`src/rtl/bank_addr_unit.sv`:
```
module bank_addr_unit #(
  parameter int BANK_W = 8,
  parameter int WORD_W = 16,
  parameter int DP_W   = 8
) (
  input  logic                      clk,
  input  logic                      rst_n,
  input  logic                      pbank_ld,
  input  logic                      dbank_ld,
  input  logic                      dreg_ld,
  input  logic [WORD_W-1:0]         ld_data,
  input  logic [2:0]                mode,
  input  logic [WORD_W-1:0]         pc,
  input  logic [WORD_W-1:0]         offset,
  input  logic [WORD_W-1:0]         index,
  input  logic [WORD_W-1:0]         sp,
  input  logic [BANK_W-1:0]         long_bank,
  output logic [BANK_W+WORD_W-1:0]  addr,
  output logic                      prog_valid,
  output logic                      data_valid
);
  localparam int ADDR_W = BANK_W + WORD_W;
  localparam logic [2:0] M_INT  = 3'd0;
  localparam logic [2:0] M_PROG = 3'd1;
  localparam logic [2:0] M_ABS  = 3'd2;
  localparam logic [2:0] M_ABSX = 3'd3;
  localparam logic [2:0] M_DIR  = 3'd4;
  localparam logic [2:0] M_DIRX = 3'd5;
  localparam logic [2:0] M_STK  = 3'd6;
  localparam logic [2:0] M_LONG = 3'd7;
  localparam logic [BANK_W-1:0] BANK0 = '0;

  logic [BANK_W-1:0] pbank_q, dbank_q;
  logic [WORD_W-1:0] dreg_q;

  logic [WORD_W-1:0] dp_ofs, dp_sum, dpx_sum;
  logic [ADDR_W-1:0] abs_addr, absx_addr;
  logic [ADDR_W-1:0] addr_nxt;
  logic              pv_nxt, dv_nxt;

  assign dp_ofs    = WORD_W'(offset[DP_W-1:0]);
  assign dp_sum    = dreg_q + dp_ofs;
  assign dpx_sum   = dp_sum + index;
  assign abs_addr  = {dbank_q, offset};
  assign absx_addr = abs_addr + ADDR_W'(index);

  always_ff @(posedge clk or negedge rst_n) begin
    if (!rst_n) begin
      pbank_q <= '0;
      dbank_q <= '0;
      dreg_q  <= '0;
    end else begin
      if (pbank_ld) pbank_q <= ld_data[BANK_W-1:0];
      if (dbank_ld) dbank_q <= ld_data[BANK_W-1:0];
      if (dreg_ld)  dreg_q  <= ld_data;
    end
  end

  always_comb begin
    addr_nxt = addr;
    pv_nxt   = 1'b0;
    dv_nxt   = 1'b1;
    case (mode)
      M_PROG: begin addr_nxt = {pbank_q, pc}; pv_nxt = 1'b1; dv_nxt = 1'b0; end
      M_ABS:  addr_nxt = abs_addr;
      M_ABSX: addr_nxt = absx_addr;
      M_DIR:  addr_nxt = {BANK0, dp_sum};
      M_DIRX: addr_nxt = {BANK0, dpx_sum};
      M_STK:  addr_nxt = {BANK0, sp};
      M_LONG: addr_nxt = {long_bank, offset};
      default: dv_nxt = 1'b0;
    endcase
  end

  always_ff @(posedge clk or negedge rst_n) begin
    if (!rst_n) begin
      addr       <= '0;
      prog_valid <= 1'b0;
      data_valid <= 1'b0;
    end else begin
      addr       <= addr_nxt;
      prog_valid <= pv_nxt;
      data_valid <= dv_nxt;
    end
  end
endmodule

```
`config.mk`:
```
export PLATFORM = sky130hd
export DESIGN_NAME = bank_addr_unit
export DESIGN_NICKNAME = d
export VERILOG_FILES = /design/src/rtl/bank_addr_unit.sv
export SDC_FILE = /design/constraint.sdc
export NUM_CORES = 1
export LEC_CHECK = 0
export ABC_CLOCK_PERIOD_IN_PS = 4500
export BUFFER_PORTS_ARGS = -buffer_cell sky130_fd_sc_hd__buf_2
export CORE_MARGIN = 2
export CORE_UTILIZATION = 40
export DETAILED_ROUTE_END_ITERATION = 6
export HOLD_SLACK_MARGIN = 0.08
export PLACE_DENSITY = 0.71
export SLEW_MARGIN = 0
export SYNTH_ARGS = -nofsm -noshare
export SYNTH_HDL_FRONTEND = slang
export SYNTH_SLANG_ARGS = --single-unit
```
`constraint.sdc`:
```
create_clock -name clk -period 4.5 [get_ports clk]
set_input_delay 0.9 -clock clk [delete_from_list [all_inputs] [get_ports clk]]
set_output_delay 0.9 -clock clk [all_outputs]
set_load 0.005 [all_outputs]
```
# Yosys cells after proc, flatten, opt, wreduce, memory -nomap -nowiden
# Cells that the tools add are included.
# classes
add_sub_neg	3
n_mul	0
div_mod_pow	0
order_cmp	0
n_eq_ne	7
shifts	0
mux	3
n_bitwise	0
reduce_logical	2
# ops
operator	n
24-bit one-hot mux with 7 select lines	1
24-bit by 16-bit adder with 24-bit output	1
16-bit adder	1
16-bit by 8-bit adder with 16-bit output	1
3-bit equality test (second input constant)	4
7-bit nonzero test	1
3-bit by 2-bit equality test with 1-bit output (second input constant)	2
6-bit OR reduction	1
3-bit by 1-bit equality test with 1-bit output (second input constant)	1
1-bit 2-to-1 mux	2
# word_totals
regBits	58
latch_bits	0
ramBits	0
rom_bits	0
in_bits	96
output_inout_bits	26
word_cells	21
n_memories	0

# Logic depth before layout (Yosys ltp)
# logic_depth
word_depth	3
ltp_mapped	17
ltp_nobuf	17

# Worst setup path before layout
# No wires, ideal clock.
# synth_path
path_kind	input port to flip-flop
start	input port offset[0]
end	register addr[15]
setup_time_ps	87
t_arrival_ps	3688
setup_slack_ps	726
path_stages	16
cell_sequence	ha_1 -> inv_1 -> fa_1 -> nor2b_1 -> o2111ai_1 -> nand3b_1 -> and2_1 -> xor2_1 -> ha_1 -> a211oi_1 -> o21bai_1 -> o31a_1 -> a31oi_1 -> o21ai_0 -> xor2_1 -> o211ai_1
# synth_between
elab_chain_cells	3
# synth_rtl
item	line_no	source
start, declared	14	input logic [WORD_W-1:0] offset,
16-bit by 8-bit adder with 16-bit output	42	assign dp_sum = dreg_q + dp_ofs;
16-bit adder	43	assign dpx_sum = dp_sum + index;
24-bit one-hot mux with 7 select lines *	63	case (mode)
end signal, assigned	81	addr <= addr_nxt;
end, declared	18	output logic [BANK_W+WORD_W-1:0] addr,
# Mark *: on every way between the ends. The rest lies on a longest branch, timed or not.
# A chain may end at the register's enable or synchronous reset.

# Worst setup path in the final report
# Same ends and word-level chain as after synthesis.

==> metrics <==
drt drc 0; R2R Setup Slk 0.67 ns; Post-CTS Setup Repair Bufs 0; routability cong. 0.928; synthesized flop and latch total 58; Reg-to-Reg End addr[15]; crit end category flip-flop; placed inst area 6100 µm²; initial antenna violation count 0; post-route ant nets 0; worst slew pin tran 0.889 ns; Clock Skew 0.00926 ns; Die Wd 119 µm; worst hold slack 0.476 ns; R2R depth 16; Setup violations, final 0; ys flop type dfrtp_1; GRT Total Usage 0.265; Crit path required time 4.75 ns; Post-DP HPWL 13.6 mm; GRT overflow 0; first-pass GRT wire length 29.2 mm; multi-input logic area 3680 µm²; DR vias/cell 6.05; largest net degree at the start of global routing 46; slowest stage delay, CP 0.40 ns; pins over their slew limit 0; Layout Nets 848; RSZ-0062 raised after global routing no; Root Buffer clkbuf_16; leading cell types in the layout, fill and taps excluded buf_2 (121), dfrtp_1 (58), a21oi_1 (54), o21ai_0 (41), ha_1 (41); Hold Path Class reg -> reg; Placed Cells 869; post-cts sizing count 0; fin crit share 0.922; FP Rows 41; fin area 6420 µm²; Initial Utilization 0.414; crit path DAT 4.40 ns; status complete, no violations; Antenna Cells 0; hold endpoint addr[4]; Worst Hold Path Cells 2; DR pass1 iterations 5; Final Core Density 0.503; Worst-Skew Late Latency 0.34 ns; ys async rst share 1.00; Clock Pin Slew Worst Setup and Hold Paths 0.06 ns; sequential area share after synthesis 0.275; post-synthesis cell type count 68; Worst path slowest cell fa_1; Cell Area, Synth 5290 µm²; max_slew headroom 0.405; Max-cap violations 0; min Tclk post-route 4.15 ns; synthesized instance count 588; maximum VDD drop 0.358 mV; Via Count 5353; leakage 2.87 nW; FF+latch area 1450 µm²; CP Class in -> reg; DR iter-0 viols 369; maximum fanout along the worst path 8; pwr dens 357 nW/µm²; syn nets 728; die area 14100 µm²; Pwr Total 2.29 mW; vias in the first global route 5415; TritonCTS clock tree yes; worst hold path startpoint addr[4]; Layout area overhead 21.5%; Placement Setup Slack 0.0351 ns; Detailed Route WL 18.3 mm; Ys Warns 0; CTS Hold Bufs 0; Final Hold Viols 0; core area 12800 µm²; CTS buffer count 9; FF-to-FF Start dreg_q[0]; layout filler cell count 1164; CP startpoint kind input pin; number of flops mapped to enable cells by yosys 0; clock buffer depth 2; Fmax 241 MHz; commonest non-fill, non-tap cell in the layout buf_2; min setup slack post-route 0.352 ns; port buffer count 121; Clock H-tree levels 3; Avg Inst Size Synth 8.99 µm²; share of cells above drive strength 1 0.278; Critical Path, Cell by Cell buf_2, ha_1, inv_1, fa_1, nor2b_1, o2111ai_1, nand3b_1, and2_1, xor2_1, ha_1, a211oi_1, o21bai_1, o31a_1, a31oi_1, o21ai_0, xor2_1, o211ai_1; Chip Height 119 µm; Layout Cells excl Fill 885; I/O Pins 122; post-route setup TNS 0 ns; Sink Count 58; routed len/inst 20.6 µm
[sequential cells by signal (all words and copies together) (netlist names)]
name and count:
prog_valid 1, dreg_q 16, addr 24, data_valid 1, pbank_q 8, dbank_q 8
[metal layers]
layer | GRT usage | vias to the layer above | share of wire
met5 | 0 | - | 0
met2 | 0.422 | 268 | 0.46
met3 | 0.0512 | 54 | 0.078
met1 | 0.348 | 2558 | 0.42
li1 | - | 2473 | -
met4 | 0.124 | 0 | 0.041
[area by class of cell]
cell class / instances / share of cell area
multi-input cells: 491 / 0.573
flip-flops and latches: 58 / 0.226
repair buffers: 132 / 0.107
clock buffers: 9 / 0.0351
well taps: 172 / 0.0335
clock inverters: 7 / 0.0160
inverters: 16 / 0.00935
[logic make-up (layout without fill, tap and decap cells)]
logic type,Yosys count,in the layout,share of synthesized area
buffers and inverters,39,164,0.0289
multiplexers,59,59,0.127
flip-flops,58,58,0.275
AND/OR/NAND/NOR,137,137,0.128
AO/OA/AOI/OAI,211,211,0.265
XOR/XNOR,40,40,0.0689
adder cells (fa/ha/maj),44,44,0.108
[critical path: cells and delay by family]
family                     cells  cell delay, ns
AOI/OAI and AO/OA              7            1.45
xor gates and xnor gates       2            0.38
adders and majority gates      3            0.94
buffers and inverters          2            0.19
and+or+nand+nor                3            0.54
[Yosys cell counts (4+ instances only)]
cell	instances	area [µm²]
nand2_1	40	150
a31oi_1	7	43.8
xor2_1	15	131
xnor2_1	24	210
ha_1	41	513
o21ai_0	41	205
dfrtp_1	58	1450
buf_2	5	25.0
o21a_1	9	67.6
a21oi_1	54	270
nand2b_1	5	31.3
o21ai_1	6	30.0
mux2_2	33	372
nand3_1	11	55.1
a221oi_1	6	52.6
inv_1	15	56.3
nor2_1	37	139
a21boi_0	5	37.5
nor2b_1	4	25.0
clkbuf_1	14	52.6
and3_1	7	43.8
a211oi_1	13	97.6
o22ai_1	14	87.6
o211ai_1	7	52.6
nor3_1	11	55.1
a22oi_1	7	52.6
mux2i_1	23	230
a21o_1	6	45.0
o21bai_1	4	30.0
buf_1	4	15.0
[power breakdown]
group	total (mW)	leakage (nW)	switching, mW	internal [mW]
Sequential	0.641	0.688	0.0531	0.588
Clock	0.778	0.156	0.288	0.489
Combinational	0.873	2.03	0.485	0.389
[worst max-delay path by stage]
stage | start | slack (ns) | to | depth (start not counted)
after floorplan | offset[0] | 0.73 | addr[15] | 16
after global placement | offset[0] | 0.17 | addr[15] | 17
after detailed placement | offset[0] | 0.04 | addr[15] | 17
after CTS | offset[0] | 0.39 | addr[15] | 17
after global routing | offset[0] | 0.09 | addr[15] | 17
final | offset[0] | 0.35 | addr[15] | 17
Note: power is estimated with default switching activity, not from simulation.
